==> config.mk <==
export PLATFORM = sky130hd
export DESIGN_NAME = smb_target
export DESIGN_NICKNAME = d
export VERILOG_FILES = /design/src/rtl/smb_target_pkg.sv /design/src/rtl/smb_target_dp.sv /design/src/rtl/smb_target_ctrl.sv /design/src/rtl/smb_target.sv
export SDC_FILE = /design/constraint.sdc
export NUM_CORES = 1
export LEC_CHECK = 0
export CORE_MARGIN = 8
export CORE_UTILIZATION = 65
export CTS_BUF_LIST = sky130_fd_sc_hd__clkbuf_8
export CTS_CLUSTER_SIZE = 40
export DETAILED_ROUTE_END_ITERATION = 7
export DONT_BUFFER_PORTS = 1
export GPL_ROUTABILITY_DRIVEN = 0
export PLACE_DENSITY = 0.87
export SYNTH_ARGS = -nofsm -noshare
export SYNTH_HDL_FRONTEND = slang
export SYNTH_SLANG_ARGS = --single-unit
==> constraint.sdc <==
create_clock -name clk -period 4.8 [get_ports clk]
set_input_delay 0 -clock clk [delete_from_list [all_inputs] [get_ports clk]]
set_output_delay 0 -clock clk [all_outputs]
set_load 0.005 [all_outputs]
==> src/rtl/smb_target_pkg.sv <==
package smb_target_pkg;

  typedef enum logic [3:0] {
    ST_IDLE,
    ST_ADDR,
    ST_AACK_WAIT,
    ST_AACK,
    ST_WRX,
    ST_WACK_WAIT,
    ST_WACK,
    ST_STRETCH,
    ST_TX,
    ST_RACK
  } smbState_e;

  // Strobes from control to datapath, at most a few per cycle
  typedef struct packed {
    logic bitClr;    // clear the bit counter
    logic rxShift;   // shift synced SDA into receive register
    logic ptrLoad;   // load pointer from completed byte
    logic regStore;  // store completed byte at pointer, advance
    logic txLoad;    // load transmit register from pointer, advance
    logic txShift;   // present next transmit bit
  } smbStrobe_t;

  function automatic logic addrReserved(input logic [6:0] a);
    return (a[6:3] == 4'h0) || (a[6:3] == 4'hF);
  endfunction

endpackage

==> src/rtl/smb_target_dp.sv <==
module smb_target_dp
  import smb_target_pkg::*;
#(
  parameter int REG_DEPTH   = 16,
  parameter int TIMEOUT_CYC = 1750000,
  parameter int SYNC_LEN    = 2
) (
  input  logic       clk,
  input  logic       rstN,
  input  logic       sclIn,
  input  logic       sdaIn,
  input  logic [6:0] ownAddr,
  input  smbStrobe_t strobe,
  output logic       sdaS,
  output logic       sclRise,
  output logic       sclFall,
  output logic       startDet,
  output logic       stopDet,
  output logic       timeoutHit,
  output logic       bitLast,
  output logic       addrMatch,
  output logic       rwBit,
  output logic       txBit
);

  localparam int PTR_W = $clog2(REG_DEPTH);
  localparam int CNT_W = $clog2(TIMEOUT_CYC + 1);
  localparam logic [CNT_W-1:0] TO_MAX  = CNT_W'(TIMEOUT_CYC);
  localparam logic [CNT_W-1:0] TO_LAST = CNT_W'(TIMEOUT_CYC - 1);

  // ---------------- line synchronisers ----------------
  logic [SYNC_LEN-1:0] sclPipe, sdaPipe;
  logic sclS, sclPrev, sdaPrev;

  generate
    for (genvar g = 0; g < SYNC_LEN; g++) begin : g_sync
      always_ff @(posedge clk or negedge rstN) begin
        if (!rstN) begin
          sclPipe[g] <= 1'b1;
          sdaPipe[g] <= 1'b1;
        end else if (g == 0) begin
          sclPipe[g] <= sclIn;
          sdaPipe[g] <= sdaIn;
        end else begin
          sclPipe[g] <= sclPipe[(g == 0) ? 0 : g-1];
          sdaPipe[g] <= sdaPipe[(g == 0) ? 0 : g-1];
        end
      end
    end
  endgenerate

  assign sclS = sclPipe[SYNC_LEN-1];
  assign sdaS = sdaPipe[SYNC_LEN-1];

  always_ff @(posedge clk or negedge rstN) begin
    if (!rstN) begin
      sclPrev <= 1'b1;
      sdaPrev <= 1'b1;
    end else begin
      sclPrev <= sclS;
      sdaPrev <= sdaS;
    end
  end

  assign sclRise  =  sclS & ~sclPrev;
  assign sclFall  = ~sclS &  sclPrev;
  assign startDet =  sclS &  sclPrev &  sdaPrev & ~sdaS;
  assign stopDet  =  sclS &  sclPrev & ~sdaPrev &  sdaS;

  // ---------------- SCL-low timeout ----------------
  logic [CNT_W-1:0] toCnt;

  always_ff @(posedge clk or negedge rstN) begin
    if (!rstN)              toCnt <= '0;
    else if (sclS)          toCnt <= '0;
    else if (toCnt != TO_MAX) toCnt <= toCnt + 1'b1;
  end

  assign timeoutHit = ~sclS & (toCnt == TO_LAST);

  // ---------------- shift registers ----------------
  logic [7:0] rxReg, rxNext, txReg;
  logic [2:0] bitCnt;

  assign rxNext = {rxReg[6:0], sdaS};

  always_ff @(posedge clk or negedge rstN) begin
    if (!rstN) begin
      rxReg  <= '0;
      bitCnt <= '0;
    end else begin
      if (strobe.rxShift) rxReg <= rxNext;
      if (strobe.bitClr || strobe.txLoad)       bitCnt <= '0;
      else if (strobe.rxShift || strobe.txShift) bitCnt <= bitCnt + 3'd1;
    end
  end

  assign bitLast   = (bitCnt == 3'd7);
  assign addrMatch = (rxNext[7:1] == ownAddr) && !addrReserved(ownAddr);
  assign rwBit     = rxNext[0];

  // ---------------- register file and pointer ----------------
  logic [7:0]       regFile [REG_DEPTH];
  logic [PTR_W-1:0] ptr;

  always_ff @(posedge clk or negedge rstN) begin
    if (!rstN) begin
      for (int i = 0; i < REG_DEPTH; i++) regFile[i] <= '0;
      ptr   <= '0;
      txReg <= '0;
    end else begin
      if (strobe.ptrLoad) begin
        ptr <= rxNext[PTR_W-1:0];
      end else if (strobe.regStore) begin
        regFile[ptr] <= rxNext;
        ptr          <= ptr + 1'b1;
      end else if (strobe.txLoad) begin
        txReg <= regFile[ptr];
        ptr   <= ptr + 1'b1;
      end
      if (strobe.txShift) txReg <= {txReg[6:0], 1'b0};
    end
  end

  assign txBit = txReg[7];

endmodule

==> src/rtl/smb_target_ctrl.sv <==
module smb_target_ctrl
  import smb_target_pkg::*;
(
  input  logic       clk,
  input  logic       rstN,
  input  logic       sclRise,
  input  logic       sclFall,
  input  logic       startDet,
  input  logic       stopDet,
  input  logic       timeoutHit,
  input  logic       bitLast,
  input  logic       addrMatch,
  input  logic       rwBit,
  input  logic       sdaS,
  input  logic       appReady,
  output smbStrobe_t strobe,
  output logic       sdaLow,
  output logic       txEn,
  output logic       sclHold
);

  smbState_e state, stateNxt;
  logic rwDir, rwNxt;
  logic firstWr, firstNxt;
  logic ackOk, ackNxt;
  logic sdaLowNxt, txEnNxt, holdNxt;

  always_comb begin
    stateNxt  = state;
    rwNxt     = rwDir;
    firstNxt  = firstWr;
    ackNxt    = ackOk;
    sdaLowNxt = sdaLow;
    txEnNxt   = txEn;
    holdNxt   = sclHold;
    strobe    = '0;

    if (timeoutHit || stopDet) begin
      stateNxt  = ST_IDLE;
      sdaLowNxt = 1'b0;
      txEnNxt   = 1'b0;
      holdNxt   = 1'b0;
    end else if (startDet) begin
      stateNxt      = ST_ADDR;
      strobe.bitClr = 1'b1;
      firstNxt      = 1'b1;
      sdaLowNxt     = 1'b0;
      txEnNxt       = 1'b0;
      holdNxt       = 1'b0;
    end else begin
      unique case (state)
        ST_ADDR: if (sclRise) begin
          strobe.rxShift = 1'b1;
          if (bitLast) begin
            if (addrMatch) begin
              rwNxt    = rwBit;
              stateNxt = ST_AACK_WAIT;
            end else begin
              stateNxt = ST_IDLE;
            end
          end
        end
        ST_AACK_WAIT: if (sclFall) begin
          sdaLowNxt = 1'b1;
          stateNxt  = ST_AACK;
        end
        ST_AACK: if (sclFall) begin
          sdaLowNxt = 1'b0;
          if (rwDir) begin
            strobe.txLoad = 1'b1;
            txEnNxt       = 1'b1;
            stateNxt      = ST_TX;
          end else begin
            strobe.bitClr = 1'b1;
            stateNxt      = ST_WRX;
          end
        end
        ST_WRX: if (sclRise) begin
          strobe.rxShift = 1'b1;
          if (bitLast) begin
            if (firstWr) strobe.ptrLoad  = 1'b1;
            else         strobe.regStore = 1'b1;
            firstNxt = 1'b0;
            stateNxt = ST_WACK_WAIT;
          end
        end
        ST_WACK_WAIT: if (sclFall) begin
          sdaLowNxt = 1'b1;
          stateNxt  = ST_WACK;
        end
        ST_WACK: if (sclFall) begin
          sdaLowNxt     = 1'b0;
          strobe.bitClr = 1'b1;
          if (appReady) begin
            stateNxt = ST_WRX;
          end else begin
            holdNxt  = 1'b1;
            stateNxt = ST_STRETCH;
          end
        end
        ST_STRETCH: if (appReady) begin
          holdNxt  = 1'b0;
          stateNxt = ST_WRX;
        end
        ST_TX: if (sclFall) begin
          if (bitLast) begin
            txEnNxt  = 1'b0;
            stateNxt = ST_RACK;
          end else begin
            strobe.txShift = 1'b1;
          end
        end
        ST_RACK: begin
          if (sclRise) ackNxt = ~sdaS;
          if (sclFall) begin
            if (ackOk) begin
              strobe.txLoad = 1'b1;
              txEnNxt       = 1'b1;
              stateNxt      = ST_TX;
            end else begin
              stateNxt = ST_IDLE;
            end
          end
        end
        default: ;
      endcase
    end
  end

  always_ff @(posedge clk or negedge rstN) begin
    if (!rstN) begin
      state   <= ST_IDLE;
      rwDir   <= 1'b0;
      firstWr <= 1'b0;
      ackOk   <= 1'b0;
      sdaLow  <= 1'b0;
      txEn    <= 1'b0;
      sclHold <= 1'b0;
    end else begin
      state   <= stateNxt;
      rwDir   <= rwNxt;
      firstWr <= firstNxt;
      ackOk   <= ackNxt;
      sdaLow  <= sdaLowNxt;
      txEn    <= txEnNxt;
      sclHold <= holdNxt;
    end
  end

endmodule

==> src/rtl/smb_target.sv <==
module smb_target
  import smb_target_pkg::*;
#(
  parameter int REG_DEPTH   = 16,
  parameter int TIMEOUT_CYC = 1750000,
  parameter int SYNC_LEN    = 2
) (
  input  logic       clk,
  input  logic       rstN,
  input  logic [6:0] ownAddr,
  input  logic       sclIn,
  input  logic       sdaIn,
  input  logic       appReady,
  output logic       sclOe,
  output logic       sdaOe
);

  smbStrobe_t strobe;
  logic sdaS, sclRise, sclFall, startDet, stopDet, timeoutHit;
  logic bitLast, addrMatch, rwBit, txBit;
  logic sdaLow, txEn, sclHold;

  smb_target_dp #(
    .REG_DEPTH  (REG_DEPTH),
    .TIMEOUT_CYC(TIMEOUT_CYC),
    .SYNC_LEN   (SYNC_LEN)
  ) u_dp (
    .clk       (clk),
    .rstN      (rstN),
    .sclIn     (sclIn),
    .sdaIn     (sdaIn),
    .ownAddr   (ownAddr),
    .strobe    (strobe),
    .sdaS      (sdaS),
    .sclRise   (sclRise),
    .sclFall   (sclFall),
    .startDet  (startDet),
    .stopDet   (stopDet),
    .timeoutHit(timeoutHit),
    .bitLast   (bitLast),
    .addrMatch (addrMatch),
    .rwBit     (rwBit),
    .txBit     (txBit)
  );

  smb_target_ctrl u_ctrl (
    .clk       (clk),
    .rstN      (rstN),
    .sclRise   (sclRise),
    .sclFall   (sclFall),
    .startDet  (startDet),
    .stopDet   (stopDet),
    .timeoutHit(timeoutHit),
    .bitLast   (bitLast),
    .addrMatch (addrMatch),
    .rwBit     (rwBit),
    .sdaS      (sdaS),
    .appReady  (appReady),
    .strobe    (strobe),
    .sdaLow    (sdaLow),
    .txEn      (txEn),
    .sclHold   (sclHold)
  );

  assign sdaOe = sdaLow | (txEn & ~txBit);
  assign sclOe = sclHold;

endmodule

==> report_table.html <==
<table>
<tr><th>Metric</th><th>Value</th></tr>
<tr><th colspan="2">Clock network</th></tr>
<tr><td>Number of setup buffers added after CTS</td><td>0</td></tr>
<tr><td>CTS clk-pin slew, worst paths</td><td>about 0.090 ns</td></tr>
<tr><td>TritonCTS sink count</td><td>about 190</td></tr>
<tr><td>Clock Path Buffers</td><td>2</td></tr>
<tr><td>TritonCTS clock tree</td><td>yes</td></tr>
<tr><td>Clock latency of the later-clocked register in the worst-skew pair</td><td>between 0.4 and 0.5 ns</td></tr>
<tr><td>Number of buffers created by CTS</td><td>17</td></tr>
<tr><td>H-tree levels</td><td>4</td></tr>
<tr><td>Cell at the root of the clock tree</td><td>clkbuf_8</td></tr>
<tr><th colspan="2">Route</th></tr>
<tr><td>Number of DRC markers in iteration 0</td><td>660</td></tr>
<tr><td>Detailed-route wire length per cell</td><td>between 20 and 25 um</td></tr>
<tr><td>Avg Vias per Cell</td><td>approximately 6.5</td></tr>
<tr><td>DRT antenna net count</td><td>0</td></tr>
<tr><td>DRT Wirelength</td><td>between 15000 and 20000 um</td></tr>
<tr><td>Via count</td><td>5823</td></tr>
<tr><td>DRC viols</td><td>0</td></tr>
<tr><td>First-pass DRT Iterations</td><td>5</td></tr>
<tr><th colspan="2">Timing</th></tr>
<tr><td>Fmax</td><td>around 0.36 GHz</td></tr>
<tr><td>Transition at the pin with the smallest max-transition slack</td><td>1.15 ns</td></tr>
<tr><td>Final worst path period share</td><td>~57%</td></tr>
<tr><td>Unrepaired setup endpoints after global routing</td><td>false</td></tr>
<tr><td>Final min period</td><td>2.76 ns</td></tr>
<tr><td>Headroom to the max-slew limit</td><td>a little under a quarter</td></tr>
<tr><td>Setup-violating endpoint count in the final report</td><td>0</td></tr>
<tr><td>Total negative slack</td><td>0 ns</td></tr>
<tr><td>Number of failing hold endpoints at the final stage</td><td>0</td></tr>
<tr><td>Final Slew Violations</td><td>0</td></tr>
<tr><td>Setup ws final</td><td>2.04 ns</td></tr>
<tr><td>Fin Clk Skew</td><td>~0.013 ns</td></tr>
<tr><th colspan="2">Setup path</th></tr>
<tr><td>Setup slack of the most critical reg-to-reg path</td><td>2.04 ns</td></tr>
<tr><td>Logic depth of the worst path, buffers included</td><td>6</td></tr>
<tr><td>Data required time at the worst endpoint</td><td>5.15 ns</td></tr>
<tr><td>Critical path class</td><td>register to register</td></tr>
<tr><td>Cell class contributing the biggest share of worst-path delay</td><td>simple AND/OR/NAND/NOR gates</td></tr>
<tr><td>Logic depth of the worst register-to-register path</td><td>6</td></tr>
<tr><td>R2r startpoint</td><td>u_dp.sclS</td></tr>
<tr><td>CP Capture Point</td><td>u_dp.regFile[33]</td></tr>
<tr><td>CP Capture Type</td><td>register</td></tr>
<tr><td>Worst stage delay on the critical path</td><td>around 0.88 ns</td></tr>
<tr><td>Worst setup path startpoint</td><td>u_dp.sclS</td></tr>
<tr><td>Standard cell with the maximum stage delay on the critical path</td><td>dfstp_2</td></tr>
<tr><td>Ordered cell list for the critical path</td><td>and3b_1 -&gt; nand3_4 -&gt; nor2_8 -&gt; nand2_8 -&gt; nor2_8 -&gt; mux2_2</td></tr>
<tr><td>Worst Path Max Fanout</td><td>30</td></tr>
<tr><td>Most used cell, CP</td><td>nor2_8</td></tr>
<tr><td>Bufs and invs on worst path</td><td>0</td></tr>
<tr><td>Startpoint type of the worst setup path</td><td>register</td></tr>
<tr><td>Capturing point of the worst reg2reg path</td><td>u_dp.regFile[33]</td></tr>
<tr><td>Arrival time of the worst setup path</td><td>3.11 ns</td></tr>
<tr><th colspan="2">Placement</th></tr>
<tr><td>Pre-CTS WS</td><td>around 2.1 ns</td></tr>
<tr><td>Port Buffers</td><td>0</td></tr>
<tr><td>Final HPWL DP</td><td>~12000 um</td></tr>
<tr><th colspan="2">Die</th></tr>
<tr><td>Standard cell core area</td><td>14300 um2</td></tr>
<tr><td>Die X</td><td>between 100 and 150 um</td></tr>
<tr><td>Total Die Area</td><td>roughly 19000 um2</td></tr>
<tr><td># IOs</td><td>14</td></tr>
<tr><td>Row count</td><td>44</td></tr>
<tr><td>Die Span Y</td><td>roughly 140 um</td></tr>
<tr><td>Initial cell density of the core</td><td>65.5%</td></tr>
<tr><th colspan="2">Logic synthesis</th></tr>
<tr><td>Most numerous cell types in the synthesized netlist</td><td>dfrtp_1, mux2_2, nor2_1</td></tr>
<tr><td>Leading register cell type out of synthesis</td><td>dfrtp_1</td></tr>
<tr><td>Gate count after technology mapping</td><td>716</td></tr>
<tr><td>Synthesis warning total</td><td>0</td></tr>
<tr><td>Number of register bits inferred by synthesis</td><td>~190</td></tr>
<tr><td>Average cell area after synthesis</td><td>about 13 um2</td></tr>
<tr><td>Synth area leaders</td><td>dfrtp_1, mux2_2, mux4_2</td></tr>
<tr><td>Share of the synthesized area in the top cell type</td><td>around half</td></tr>
<tr><td>Most frequently used cell type in the post-synthesis netlist</td><td>dfrtp_1</td></tr>
<tr><td>Number of different library cells in the post-synthesis netlist</td><td>60</td></tr>
<tr><td>Count of flip-flops with a built-in enable after synthesis</td><td>0</td></tr>
<tr><td>Mapped cell area</td><td>9380 um2</td></tr>
<tr><td>Post-Syn Nets</td><td>736</td></tr>
<tr><td>Post-synthesis sequential area ratio</td><td>roughly half</td></tr>
<tr><td>Async SR Flop Fraction</td><td>100%</td></tr>
<tr><td>Post-synthesis cell type with the largest combined area</td><td>dfrtp_1</td></tr>
<tr><th colspan="2">Cells and area</th></tr>
<tr><td>Total inserted antenna cells</td><td>0</td></tr>
<tr><td>Area growth from synthesis to layout</td><td>6.02%</td></tr>
<tr><td>Number of fillers in the final layout</td><td>908</td></tr>
<tr><td># nets final</td><td>720</td></tr>
<tr><td>Fraction of final layout cells sized beyond drive strength 1</td><td>32.3%</td></tr>
<tr><th colspan="2">Pwr</th></tr>
<tr><td>Worst vdd rail ir drop</td><td>just over 0.0002 V</td></tr>
<tr><td>Net switching power</td><td>841 uW</td></tr>
<tr><td>Leak Pwr</td><td>roughly 4.8 nW</td></tr>
<tr><td>Combinational cell fraction of total power</td><td>under 10%</td></tr>
<tr><td>Pwr per Cell Area</td><td>321 nW/um2</td></tr>
<tr><td>Internal</td><td>roughly 2.3 mW</td></tr>
<tr><td>Switching Share</td><td>26.4%</td></tr>
<tr><td>Clock network fraction of design power</td><td>roughly 36%</td></tr>
<tr><td>Share of total power in sequential cells</td><td>55.4%</td></tr>
<tr><th colspan="2">Outcome</th></tr>
<tr><td>Result of the run</td><td>complete, no violations</td></tr>
<tr><th colspan="2">Global route</th></tr>
<tr><td>Vias in the first global route</td><td>5780</td></tr>
<tr><td>Maximum number of pins on one net before global-route repair</td><td>between 150 and 200</td></tr>
<tr><td>Gr usage total</td><td>21.8%</td></tr>
<tr><td>Wire length of the first global-routing pass</td><td>approximately 31000 um</td></tr>
<tr><td>Leftover overflow at the end of global routing</td><td>0</td></tr>
<tr><td>Initial antenna violation count</td><td>0</td></tr>
<tr><th colspan="2">Flow run</th></tr>
<tr><td>Maximum Capacitance Violations</td><td>0</td></tr>
<tr><th colspan="2">Hold path</th></tr>
<tr><td>Class of the tightest hold or removal check</td><td>input pin to register</td></tr>
</table>
how the worst min path moves through the flow:
| stage | startpoint | to | slack, ns | cells after the start |
|---|---|---|---|---|
| 6_report | ownAddr[3] | u_ctrl.state[1] | 0.02 | 4 |
| 5_1_grt | sclIn | u_dp.sclPipe[0] | 0.06 | 1 |
| 4_1_cts | ownAddr[3] | u_ctrl.state[1] | 0.003 | 4 |
| 3_5_place_dp | rstN | u_dp.regFile[123] | -0.29 | 0 |
| 3_3_place_gp | rstN | u_dp.regFile[125] | -0.29 | 0 |
| 2_1_floorplan | rstN | u_ctrl.ackOk | -0.30 | 0 |
kinds of logic after synthesis:
family | Yosys count | share of synthesized area [%]
xor+xnor | 27 | 2.52
mux | 173 | 24.7
buf+inv | 56 | 2.66
simple gates | 191 | 14.0
compound gates | 74 | 5.12
fa+ha+maj | 8 | 1.07
flops | 187 | 50.0
layout make-up:
class	count	area, um2	share of cell area, %
clock inverter	12	173	1.74
inverter	12	45.0	0.453
multi-input combinational	473	4440	44.7
timing repair buffer	9	103	1.03
sequential	187	4690	47.2
tap	184	230	2.32
clock buffer	19	262	2.63
power by group through the flow:
stage / Combinational (mW) / Sequential, mW / Clock, mW
final: 0.285 / 1.77 / 1.14
after global routing: 0.312 / 1.78 / 1.21
after CTS: 0.288 / 1.76 / 1.14
after detailed placement: 0.248 / 1.79 / 0
after global placement: 0.237 / 1.78 / 0
after floorplan: 0.296 / 1.68 / 0
state kept, by name, indices dropped and copies added (netlist names), 3 cells and up:
register	flops
u_dp.rxReg	7
u_dp.txReg	8
u_dp.bitCnt	3
u_dp.regFile	128
u_dp.toCnt	21
u_dp.ptr	4
u_ctrl.state	4
tightest hold or removal path, cell delays in order:
cell and delay (ns):
xnor2_1 0.05, nand3_1 0.16, o31a_1 0.17, o31ai_1 0.07
timing repair:
item | 4_1_cts | 5_1_grt
hold endpoints to repair | 191 | 0
gates resized for setup | 0 | 0
hold buffers | 7 | 0
per-stage QoR:
stage | cells | power [mW] | hold slack, ns | area (um2) | util [%]
floorplan | 716 | 1.97 | -0.296 | 9380 | -
global placement | 858 | 2.02 | -0.291 | 9420 | 65.8
detailed placement | 858 | 2.04 | -0.290 | 9420 | 65.8
CTS | 896 | 3.19 | 0.00264 | 9940 | 69.4
global route | 896 | 3.30 | 0.0587 | 9940 | 69.4
finish | 896 | 3.19 | 0.0241 | 9940 | 69.4
placed cells by master, fill, tap and decap left out, types with 3 or more instances in the layout:
| master | instances |
|---|---|
| clkinvlp_4 | 3 |
| nor2_1 | 44 |
| ha_1 | 8 |
| dfstp_2 | 6 |
| dfrtp_1 | 180 |
| a21oi_1 | 19 |
| mux2_1 | 7 |
| o22ai_1 | 10 |
| nand3_1 | 17 |
| nor3_1 | 14 |
| nand2_8 | 4 |
| a211oi_1 | 8 |
| nand4_1 | 4 |
| clkbuf_8 | 19 |
| inv_1 | 14 |
| and4_1 | 3 |
| nor2b_1 | 12 |
| nand2b_1 | 11 |
| nand2_1 | 30 |
| or3_1 | 7 |
| a31oi_1 | 11 |
| nor2_8 | 13 |
| nand3_4 | 5 |
| xnor2_1 | 14 |
| a21o_1 | 3 |
| and2_1 | 3 |
| xor2_1 | 13 |
| mux2i_1 | 5 |
| mux4_2 | 33 |
| bufinv_16 | 4 |
| dlygate4sd3_1 | 6 |
| mux2_2 | 128 |
| and3_1 | 9 |
| o21ai_0 | 7 |
| o21bai_1 | 3 |
per-layer routing:
| layer | global-route usage, % | wire length, um | vias up | part of all wire [%] |
|---|---|---|---|---|
| met5 | 0 | 0 | - | 0 |
| li1 | - | - | 2557 | - |
| met2 | 34.4 | 9300 | 217 | 48 |
| met1 | 30.3 | 8550 | 3022 | 45 |
| met3 | 4.62 | 1060 | 27 | 5.5 |
| met4 | 6.04 | 280 | 0 | 1.5 |
Note: power is estimated with default switching activity, not from simulation.
